$ cat src/rtl/con_pkg.sv
package con_pkg;

    localparam logic [7:0] OFS_TXCHAR = 8'h00;
    localparam logic [7:0] OFS_AVAIL  = 8'h04;
    localparam logic [7:0] OFS_CMD    = 8'h08;
    localparam logic [7:0] OFS_PTR_LO = 8'h10;
    localparam logic [7:0] OFS_LEN    = 8'h14;
    localparam logic [7:0] OFS_PTR_HI = 8'h18;
    localparam logic [7:0] OFS_ID     = 8'h20;

    localparam logic [31:0] ID_VALUE = 32'd1;

    localparam logic [31:0] CMD_IRQ_OFF = 32'd0;
    localparam logic [31:0] CMD_IRQ_ON  = 32'd1;
    localparam logic [31:0] CMD_MEM2TX  = 32'd2;
    localparam logic [31:0] CMD_RX2MEM  = 32'd3;

    typedef enum logic {
        CS_IDLE  = 1'b0,
        CS_ISSUE = 1'b1
    } cmd_state_e;

    typedef enum logic {
        DIR_MEM_TO_TX = 1'b0,
        DIR_RX_TO_MEM = 1'b1
    } xfer_dir_e;

endpackage

$ cat src/rtl/con_rx_fifo.sv
module con_rx_fifo #(
    parameter int DEPTH  = 16,
    parameter int DATA_W = 8,
    localparam int PTR_W = (DEPTH > 1) ? $clog2(DEPTH) : 1,
    localparam int CNT_W = $clog2(DEPTH + 1)
) (
    input  logic              clk,
    input  logic              rst_n,
    input  logic              push_valid,
    input  logic [DATA_W-1:0] push_data,
    output logic              push_ready,
    input  logic              pop_req,
    output logic [DATA_W-1:0] pop_data,
    output logic              pop_valid,
    output logic [CNT_W-1:0]  fill
);

    logic [DATA_W-1:0] store [DEPTH];
    logic [PTR_W-1:0]  wr_ptr;
    logic [PTR_W-1:0]  rd_ptr;
    logic [CNT_W-1:0]  cnt;
    logic              do_push;
    logic              do_pop;

    function automatic logic [PTR_W-1:0] ptr_next(input logic [PTR_W-1:0] p);
        return (p == PTR_W'(DEPTH - 1)) ? '0 : p + 1'b1;
    endfunction

    assign push_ready = (cnt != CNT_W'(DEPTH));
    assign pop_valid  = (cnt != '0);
    assign do_push    = push_valid && push_ready;
    assign do_pop     = pop_req && pop_valid;
    assign pop_data   = store[rd_ptr];
    assign fill       = cnt;

    always_ff @(posedge clk) begin
        if (do_push) begin
            store[wr_ptr] <= push_data;
        end
    end

    always_ff @(posedge clk or negedge rst_n) begin
        if (!rst_n) begin
            wr_ptr <= '0;
            rd_ptr <= '0;
            cnt    <= '0;
        end else begin
            if (do_push) begin
                wr_ptr <= ptr_next(wr_ptr);
            end
            if (do_pop) begin
                rd_ptr <= ptr_next(rd_ptr);
            end
            unique case ({do_push, do_pop})
                2'b10:   cnt <= cnt + 1'b1;
                2'b01:   cnt <= cnt - 1'b1;
                default: cnt <= cnt;
            endcase
        end
    end

endmodule

$ cat src/rtl/con_cmd_ctl.sv
module con_cmd_ctl
    import con_pkg::*;
(
    input  logic        clk,
    input  logic        rst_n,
    input  logic        cmd_we,
    input  logic [31:0] cmd_code,
    input  logic        xfer_busy,
    output logic        irq_en,
    output logic        xfer_start,
    output logic        xfer_dir
);

    cmd_state_e state_q;
    cmd_state_e state_d;
    xfer_dir_e  dir_q;
    logic       start_req;
    logic       launch;

    assign start_req = cmd_we && ((cmd_code == CMD_MEM2TX) || (cmd_code == CMD_RX2MEM));

    always_comb begin
        state_d = state_q;
        launch  = 1'b0;
        unique case (state_q)
            CS_IDLE: begin
                if (start_req && !xfer_busy) begin
                    state_d = CS_ISSUE;
                    launch  = 1'b1;
                end
            end
            CS_ISSUE: begin
                state_d = CS_IDLE;
            end
            default: state_d = CS_IDLE;
        endcase
    end

    always_ff @(posedge clk or negedge rst_n) begin
        if (!rst_n) begin
            state_q <= CS_IDLE;
            dir_q   <= DIR_MEM_TO_TX;
            irq_en  <= 1'b0;
        end else begin
            state_q <= state_d;
            if (launch) begin
                dir_q <= (cmd_code == CMD_RX2MEM) ? DIR_RX_TO_MEM : DIR_MEM_TO_TX;
            end
            if (cmd_we && (cmd_code == CMD_IRQ_OFF)) begin
                irq_en <= 1'b0;
            end else if (cmd_we && (cmd_code == CMD_IRQ_ON)) begin
                irq_en <= 1'b1;
            end
        end
    end

    always_comb begin
        xfer_start = 1'b0;
        xfer_dir   = dir_q;
        unique case (state_q)
            CS_IDLE:  xfer_start = 1'b0;
            CS_ISSUE: xfer_start = 1'b1;
            default:  xfer_start = 1'b0;
        endcase
    end

endmodule

$ cat src/rtl/con_reg_bank.sv
module con_reg_bank
    import con_pkg::*;
#(
    parameter int ADDR_W = 8,
    parameter int CNT_W  = 5
) (
    input  logic              clk,
    input  logic              rst_n,
    input  logic              bus_we,
    input  logic [ADDR_W-1:0] bus_addr,
    input  logic [31:0]       bus_wdata,
    input  logic [CNT_W-1:0]  fill,
    output logic [31:0]       bus_rdata,
    output logic              cmd_we,
    output logic              tx_valid,
    output logic [7:0]        tx_data,
    output logic [63:0]       buf_ptr,
    output logic [31:0]       buf_len
);

    logic hit_tx;
    logic hit_lo;
    logic hit_hi;
    logic hit_len;

    assign hit_tx  = bus_we && (bus_addr == ADDR_W'(OFS_TXCHAR));
    assign hit_lo  = bus_we && (bus_addr == ADDR_W'(OFS_PTR_LO));
    assign hit_hi  = bus_we && (bus_addr == ADDR_W'(OFS_PTR_HI));
    assign hit_len = bus_we && (bus_addr == ADDR_W'(OFS_LEN));
    assign cmd_we  = bus_we && (bus_addr == ADDR_W'(OFS_CMD));

    always_ff @(posedge clk or negedge rst_n) begin
        if (!rst_n) begin
            tx_valid <= 1'b0;
            tx_data  <= '0;
            buf_ptr  <= '0;
            buf_len  <= '0;
        end else begin
            tx_valid <= hit_tx;
            if (hit_tx) begin
                tx_data <= bus_wdata[7:0];
            end
            if (hit_lo) begin
                buf_ptr <= {32'd0, bus_wdata};
            end else if (hit_hi) begin
                buf_ptr <= {bus_wdata, buf_ptr[31:0]};
            end
            if (hit_len) begin
                buf_len <= bus_wdata;
            end
        end
    end

    always_comb begin
        bus_rdata = '0;
        if (bus_addr == ADDR_W'(OFS_AVAIL)) begin
            bus_rdata = 32'(fill);
        end else if (bus_addr == ADDR_W'(OFS_ID)) begin
            bus_rdata = ID_VALUE;
        end
    end

endmodule

$ cat src/rtl/con_regif.sv
module con_regif #(
    parameter int ADDR_W = 8,
    parameter int DEPTH  = 16,
    localparam int CNT_W = $clog2(DEPTH + 1)
) (
    input  logic              clk,
    input  logic              rst_n,
    input  logic              bus_we,
    input  logic [ADDR_W-1:0] bus_addr,
    input  logic [31:0]       bus_wdata,
    output logic [31:0]       bus_rdata,
    input  logic              rx_valid,
    input  logic [7:0]        rx_data,
    output logic              rx_ready,
    output logic              tx_valid,
    output logic [7:0]        tx_data,
    output logic              xfer_start,
    output logic              xfer_dir,
    input  logic              xfer_busy,
    output logic [63:0]       buf_ptr,
    output logic [31:0]       buf_len,
    input  logic              drain_pop,
    output logic [7:0]        drain_data,
    output logic              drain_valid,
    output logic              irq
);

    logic [CNT_W-1:0] fill;
    logic             cmd_we;
    logic             irq_en;

    con_rx_fifo #(.DEPTH(DEPTH), .DATA_W(8)) rx_fifo_i (
        .clk        (clk),
        .rst_n      (rst_n),
        .push_valid (rx_valid),
        .push_data  (rx_data),
        .push_ready (rx_ready),
        .pop_req    (drain_pop),
        .pop_data   (drain_data),
        .pop_valid  (drain_valid),
        .fill       (fill)
    );

    con_reg_bank #(.ADDR_W(ADDR_W), .CNT_W(CNT_W)) reg_bank_i (
        .clk       (clk),
        .rst_n     (rst_n),
        .bus_we    (bus_we),
        .bus_addr  (bus_addr),
        .bus_wdata (bus_wdata),
        .fill      (fill),
        .bus_rdata (bus_rdata),
        .cmd_we    (cmd_we),
        .tx_valid  (tx_valid),
        .tx_data   (tx_data),
        .buf_ptr   (buf_ptr),
        .buf_len   (buf_len)
    );

    con_cmd_ctl cmd_ctl_i (
        .clk        (clk),
        .rst_n      (rst_n),
        .cmd_we     (cmd_we),
        .cmd_code   (bus_wdata),
        .xfer_busy  (xfer_busy),
        .irq_en     (irq_en),
        .xfer_start (xfer_start),
        .xfer_dir   (xfer_dir)
    );

    assign irq = irq_en && drain_valid;

endmodule

$ cat config.mk
export PLATFORM = sky130hd
export DESIGN_NAME = con_regif
export DESIGN_NICKNAME = d
export VERILOG_FILES = /design/src/rtl/con_pkg.sv /design/src/rtl/con_rx_fifo.sv /design/src/rtl/con_cmd_ctl.sv /design/src/rtl/con_reg_bank.sv /design/src/rtl/con_regif.sv
export SDC_FILE = /design/constraint.sdc
export NUM_CORES = 1
export LEC_CHECK = 0
export ABC_AREA = 1
export BUFFER_PORTS_ARGS = -buffer_cell sky130_fd_sc_hd__buf_4
export CORE_MARGIN = 2
export CORE_UTILIZATION = 51
export CTS_BUF_LIST = sky130_fd_sc_hd__clkbuf_16
export DETAILED_ROUTE_END_ITERATION = 6
export HOLD_SLACK_MARGIN = 0.06
export PLACE_DENSITY = 0.77
export SKIP_CTS_REPAIR_TIMING = 1
export SLEW_MARGIN = 5
export SYNTH_ARGS = -nofsm -noshare
export SYNTH_HDL_FRONTEND = slang
export SYNTH_HIERARCHICAL = 1
export SYNTH_SLANG_ARGS = --single-unit
$ cat constraint.sdc
create_clock -name clk -period 1.9 [get_ports clk]
set_input_delay 0.285 -clock clk [delete_from_list [all_inputs] [get_ports clk]]
set_output_delay 0.285 -clock clk [all_outputs]
set_load 0.01 [all_outputs]
* Word-level counts from Yosys, hierarchy flattened
Memories as Yosys holds them, arrays and structs flattened.
Cells that the tools add are included.
Widths: inputs -> output; s select.
** Storage, ports and cells
- Memories kept :: 1
- Output and inout port bits :: 150
- Register bits :: 121
- Input port bits :: 54
- RAM bits :: 128
- Word-level logic and storage cells :: 67
** Cells by class
- Add/subtract/negate cells :: 4
- Eq/ne operators :: 14
- Muxes and demuxes :: 16
- Reduce and logical (&&, ||, !) cells :: 20
- Bitwise operators :: 1
** Memories
- rx_fifo_i.store :: depth 16, width 8, read ports 1, clocked after Yosys merged registers in 0, write ports 1, RTL line con_rx_fifo.sv:18 : logic [DATA_W-1:0] store [DEPTH];
** Operator list (number)
- $mux 64 :: 2
- $eq 32x2->1 const B :: 2
- $eq 32x1->1 const B :: 1
- $logic_not 32->1 :: 1
- $mux 32 :: 1
- $eq 8x5->1 const B :: 3
- $logic_and 1x1->1 :: 12
- $pmux 5 s2 :: 1
- $add 4x1->4 const B :: 2
- $eq 4x4->1 const B :: 2
- $eq 8x3->1 const B :: 1
- $eq 8x4->1 const B :: 1
- $eq 8x6->1 const B :: 1
- $logic_not 8->1 :: 1
- $mux 1 :: 8
- $mux 4 :: 2
- $reduce_bool 2->1 :: 3
- $add 5x1->5 const B :: 1
- $ne 5x5->1 const B :: 1
- $reduce_bool 5->1 :: 1
- $sub 5x1->5 const B :: 1
- $pmux 1 s2 :: 2
- $eq 2x1->1 const B :: 1
- $eq 2x2->1 const B :: 1
- 3 further kinds :: 3

* Longest topological paths before layout
- Depth in word-level cells :: 6
- Mapped depth :: 14
- Depth with buffers taken out :: 14

* Hierarchy
Netlist, hierarchy kept.
** Modules (own cells, without submodules)
- con_rx_fifo :: times used 1, area an instance 6456.2 µm², seq. area each 4169.0 µm², cells an instance 670
- con_reg_bank :: times used 1, area an instance 4917.2 µm², seq. area each 2627.5 µm², cells an instance 609
- con_cmd_ctl :: times used 1, area an instance 350.3 µm², seq. area each 75.1 µm², cells an instance 68
- con_regif :: times used 1, area an instance 7.5 µm², seq. area each 0.0 µm², cells an instance 2

* Worst setup path before layout
OpenSTA, ideal clock, no wires.
- Path type :: register -> register
- Start point :: reg rx_fifo_i.cnt[1] (netlist: rx_fifo_i/fill[1])
- End point :: reg rx_fifo_i.cnt[4] (netlist: rx_fifo_i/fill[4])
- Cell stages (with the launch flop) :: 12
- Data required time :: 1.783 ns
- Data arrival time :: 1.989 ns
- Setup time :: 0.117 ns
- Clock period less this slack :: 2.105 ns
- Path buffers :: 0
- Setup slack :: -0.205 ns
- Cell sequence :: dfrtp_1 -> nor2_1 -> nand4_1 -> nand2_1 -> inv_2 -> ha_1 -> ha_1 -> or2_1 -> nand3_1 -> nand2_1 -> nand2_1 -> nand2_1
** Between the ends
- Word-level cells in the longest chain between the ends :: 4
- Elaborated cells between the ends (all ways) :: 10
- Those cells by class :: add/sub (2); eq/ne (3); mux (1); reduce/logical (4)
** RTL lines
- start, declared :: RTL line con_rx_fifo.sv:21 : logic [CNT_W-1:0] cnt;
- start signal, assigned :: RTL line con_rx_fifo.sv:55 : 2'b10: cnt <= cnt + 1'b1;
- start signal, assigned :: RTL line con_rx_fifo.sv:56 : 2'b01: cnt <= cnt - 1'b1;
- start signal, assigned :: RTL line con_rx_fifo.sv:57 : default: cnt <= cnt;
- $reduce_bool 5->1 * :: RTL line con_rx_fifo.sv:30 : assign pop_valid = (cnt != '0);
- named net drain_valid :: RTL line con_regif.sv:24 : output logic drain_valid,
- $logic_and 1x1->1 * :: RTL line con_rx_fifo.sv:32 : assign do_pop = pop_req && pop_valid;
- named net rx_fifo_i.do_pop :: RTL line con_rx_fifo.sv:23 : logic do_pop;
- $eq 2x1->1 or $eq 2x2->1 (tied branches) :: RTL line con_rx_fifo.sv:54 : unique case ({do_push, do_pop})
- $pmux 5 s2 or $reduce_bool 2->1 (tied branches)
Mark *: on every way through the listed nets, which the timed path passes. The rest lies on a longest branch.
A chain may end at the register's enable or synchronous reset.

* Worst setup path in the final report
- Start point :: reg rx_fifo_i.rd_ptr[0]
- End point :: out drain_data[2]
** Between the ends
- Word-level cells in the longest chain between the ends :: 1
** RTL lines
- start, declared :: RTL line con_rx_fifo.sv:20 : logic [PTR_W-1:0] rd_ptr;
- start signal, assigned :: RTL line con_rx_fifo.sv:52 : rd_ptr <= ptr_next(rd_ptr);
- $mem_v2 16x8
- end, declared :: RTL line con_regif.sv:23 : output logic [7:0] drain_data,
Every way passes these cells.

==> results.sh <==
export IMPL_dp_hpwl_mm=20.1
export IMPL_vias=9483
export IMPL_cts_tree="built"
export IMPL_yosys_top_cells_count="nand2_1 (572), inv_1 (211), edfxtp_1 (128)"
export IMPL_leakage_nw=7.72
export IMPL_yosys_warnings=6
export IMPL_status="complete, but fails checks"
export IMPL_drc=0
export IMPL_synth_main_ff_cell="edfxtp_1"
export IMPL_place_ws_ps=2.09
export IMPL_worstPathRequired_ps=1620
export IMPL_antenna_found_initial=0
export IMPL_yosysMostFrequentCell="nand2_1"
export IMPL_area_growth_pct=27.1
export IMPL_std_cell_rows=55
export IMPL_power_w=0.0172
export IMPL_clock_fmax_mhz=449
export IMPL_dr_pass1_iters=5
export IMPL_finClkSkew_ps=23.0
export IMPL_drt_iter0_drc=718
export IMPL_layout_drive_gt1_share=0.211
export IMPL_cts_root_buf="clkbuf_16"
export IMPL_placed_area_um2=13400
export IMPL_async_reset_ff_frac=0.486
export IMPL_grt_pass1_vias=9027
export IMPL_numCtsBuffers=27
export IMPL_grt_max_degree=66
export IMPL_timing_final_crit_share=1.17
export IMPL_clockBufferDepth=3
export IMPL_port_buffers=176
export IMPL_crit_type="reg -> out"
export IMPL_path_delay_family="simple AND/OR/NAND/NOR gates"
export IMPL_die_h_um=156
export IMPL_slowest_stage="dfrtp_2"
export IMPL_tightestPinTransition_ps=719
export IMPL_final_nets=1658
export IMPL_synth_edff_count=128
export IMPL_crit_cells=8
export IMPL_avgRoutedWirePerCell_um=16.3
export IMPL_synthTopCellsByArea="edfxtp_1 (33%), dfrtp_1 (26%), nand2_1 (18%)"
export IMPL_dieArea_um2=24200
export IMPL_synth_distinct_cells=32
export IMPL_max_stage_delay_ps=450
export IMPL_final_instance_count_excl_fill=1898
export IMPL_arrival_ps=1940
export IMPL_cpMostUsedCell="nand3_1"
export IMPL_cap_violations=0
export IMPL_num_io_pins=204
export IMPL_diodes=0
export IMPL_ys_ff_latch=249
export IMPL_gp_congestion=0.852
export IMPL_relSlewSlack=0.519
export IMPL_ant_nets=0
export IMPL_failed_checks="setup timing"
export IMPL_insertion_delay_ps=530
export IMPL_finalInstanceArea_um2=14900
export IMPL_yosysTopAreaCell="edfxtp_1"
export IMPL_cp_end_kind="primary output"
export IMPL_crit_chain="buf_6 -> clkbuf_16 -> nand2_1 -> nand3_1 -> nand3_1 -> nand3_1 -> nand2_1 -> buf_4"
export IMPL_grt_pass1_wl_mm=46.6
export IMPL_clkSinkCount=249
export IMPL_rsz0062_at_grt="yes"
export IMPL_overflow=0
export IMPL_netlist_area_um2=11700
export IMPL_final_core_util=0.658
export IMPL_path_max_fanout=16
export IMPL_grt_total_usage=0.243
export IMPL_min_path_type="in -> reg"
export IMPL_max_vdd_ir_drop_mv=0.709
export IMPL_yosys_area_top_type_share=0.328
export IMPL_worstRegToRegCells=12
export IMPL_cp_start_kind="flip-flop"
export IMPL_p_per_area_nw_per_um2=1150
export IMPL_clkSlewWorstSetupHoldPaths_ps=60
export IMPL_coreArea_um2=22600
export IMPL_min_path_cells=3
export IMPL_hold_viol_final=0
export IMPL_drt_total_wl_mm=31.0
export IMPL_final_max_slew_violation_count=0
export IMPL_syn_avg_cell_area_um2=8.70
export IMPL_place_inst=1805
export IMPL_cp_buffers_inverters=3
export IMPL_htreeDepth=1
export IMPL_ys_seq_area_frac=0.586
export IMPL_setup_viol=8
export IMPL_vias_per_cell=5.00
export IMPL_die_x_um=156
export IMPL_syn_inst=1349
export IMPL_setup_ws_ps=-329
export IMPL_start_util=0.518
export IMPL_post_route_min_period_ps=2230
[final cells by class]
class / instances / area (um^2)
fill: 1735 / 7730
sequential: 249 / 6870
multi-input combinational: 825 / 3750
timing repair buffer: 264 / 2220
inverter: 226 / 858
clock buffer: 28 / 701
tap: 285 / 357
clock inverter: 20 / 140
timing repair inverter: 1 / 6.26
[cell families after synthesis]
group / share of synthesized area
xor gates and xnor gates: 0.00299
buffers and inverters: 0.117
adders and majority gates: 0.0113
other: 0.000320
AOI/OAI and AO/OA: 0.0252
DFF: 0.586
and+or+nand+nor: 0.258
[registers in the layout, summed over array words and instances, names as in the netlist]
| signal | cells |
|---|---|
| cmd_ctl_i/xfer_dir | 1 |
| rx_fifo_i/store | 128 |
| rx_fifo_i/fill | 5 |
| cmd_ctl_i/state_q | 1 |
| rx_fifo_i/wr_ptr | 4 |
| reg_bank_i/tx_data | 8 |
| reg_bank_i/buf_len | 32 |
| reg_bank_i/tx_valid | 1 |
| rx_fifo_i/rd_ptr | 4 |
| reg_bank_i/buf_ptr | 64 |
| cmd_ctl_i/irq_en | 1 |
[cell usage in the layout (no fill, tap or decap), types with 27 or more instances in the layout]
cell / n
nand2_1: 564
inv_1: 219
buf_4: 216
edfxtp_1: 128
dfrtp_1: 120
nand3_1: 81
nor2_1: 35
dlygate4sd3_1: 33
o21bai_1: 32
clkbuf_16: 30
conb_1: 27
[through the flow]
| step | TNS [ps] | hold WS [ps] |
|---|---|---|
| 6_report | -2440 | 60.4 |
| 5_1_grt | -3320 | 62.2 |
| 4_1_cts | -2880 | -483 |
| 3_5_place_dp | 0 | 89.8 |
| 3_3_place_gp | 0 | 89.8 |
| 2_1_floorplan | -77.7 | -10.6 |
[final timing paths]
path | from | end | slack (ps)
max | rx_fifo_i/rd_ptr[0] | drain_data[2] | -330
min | xfer_busy | cmd_ctl_i/state_q | 60
max reg2reg | rx_fifo_i/fill[1] | rx_fifo_i/fill[4] | 40
min reg2reg | reg_bank_i/buf_ptr[49] | reg_bank_i/buf_ptr[49] | 470
max in group asynchronous | rst_n | reg_bank_i/buf_ptr[44] | 1260
min in group asynchronous | rst_n | reg_bank_i/buf_ptr[2] | 70
[where the power goes]
part	total (W)	switching, W	internal (W)
clock network	0.00496	0.00204	0.00291
logic	0.00572	0.00340	0.00233
registers	0.00648	0.000287	0.00620
[worst min-delay path, cell delays in order]
cell and delay, ps:
buf_4 80, nand3b_1 130, nor3_1 70
[metal layers]
layer,vias up,part of all wire,GRT usage
li1,4550,-,-
met1,4468,0.39,0.301
met2,397,0.50,0.425
met3,68,0.083,0.0558
met4,0,0.030,0.0725
met5,-,0,0
Power figures use the tool's default switching activity.
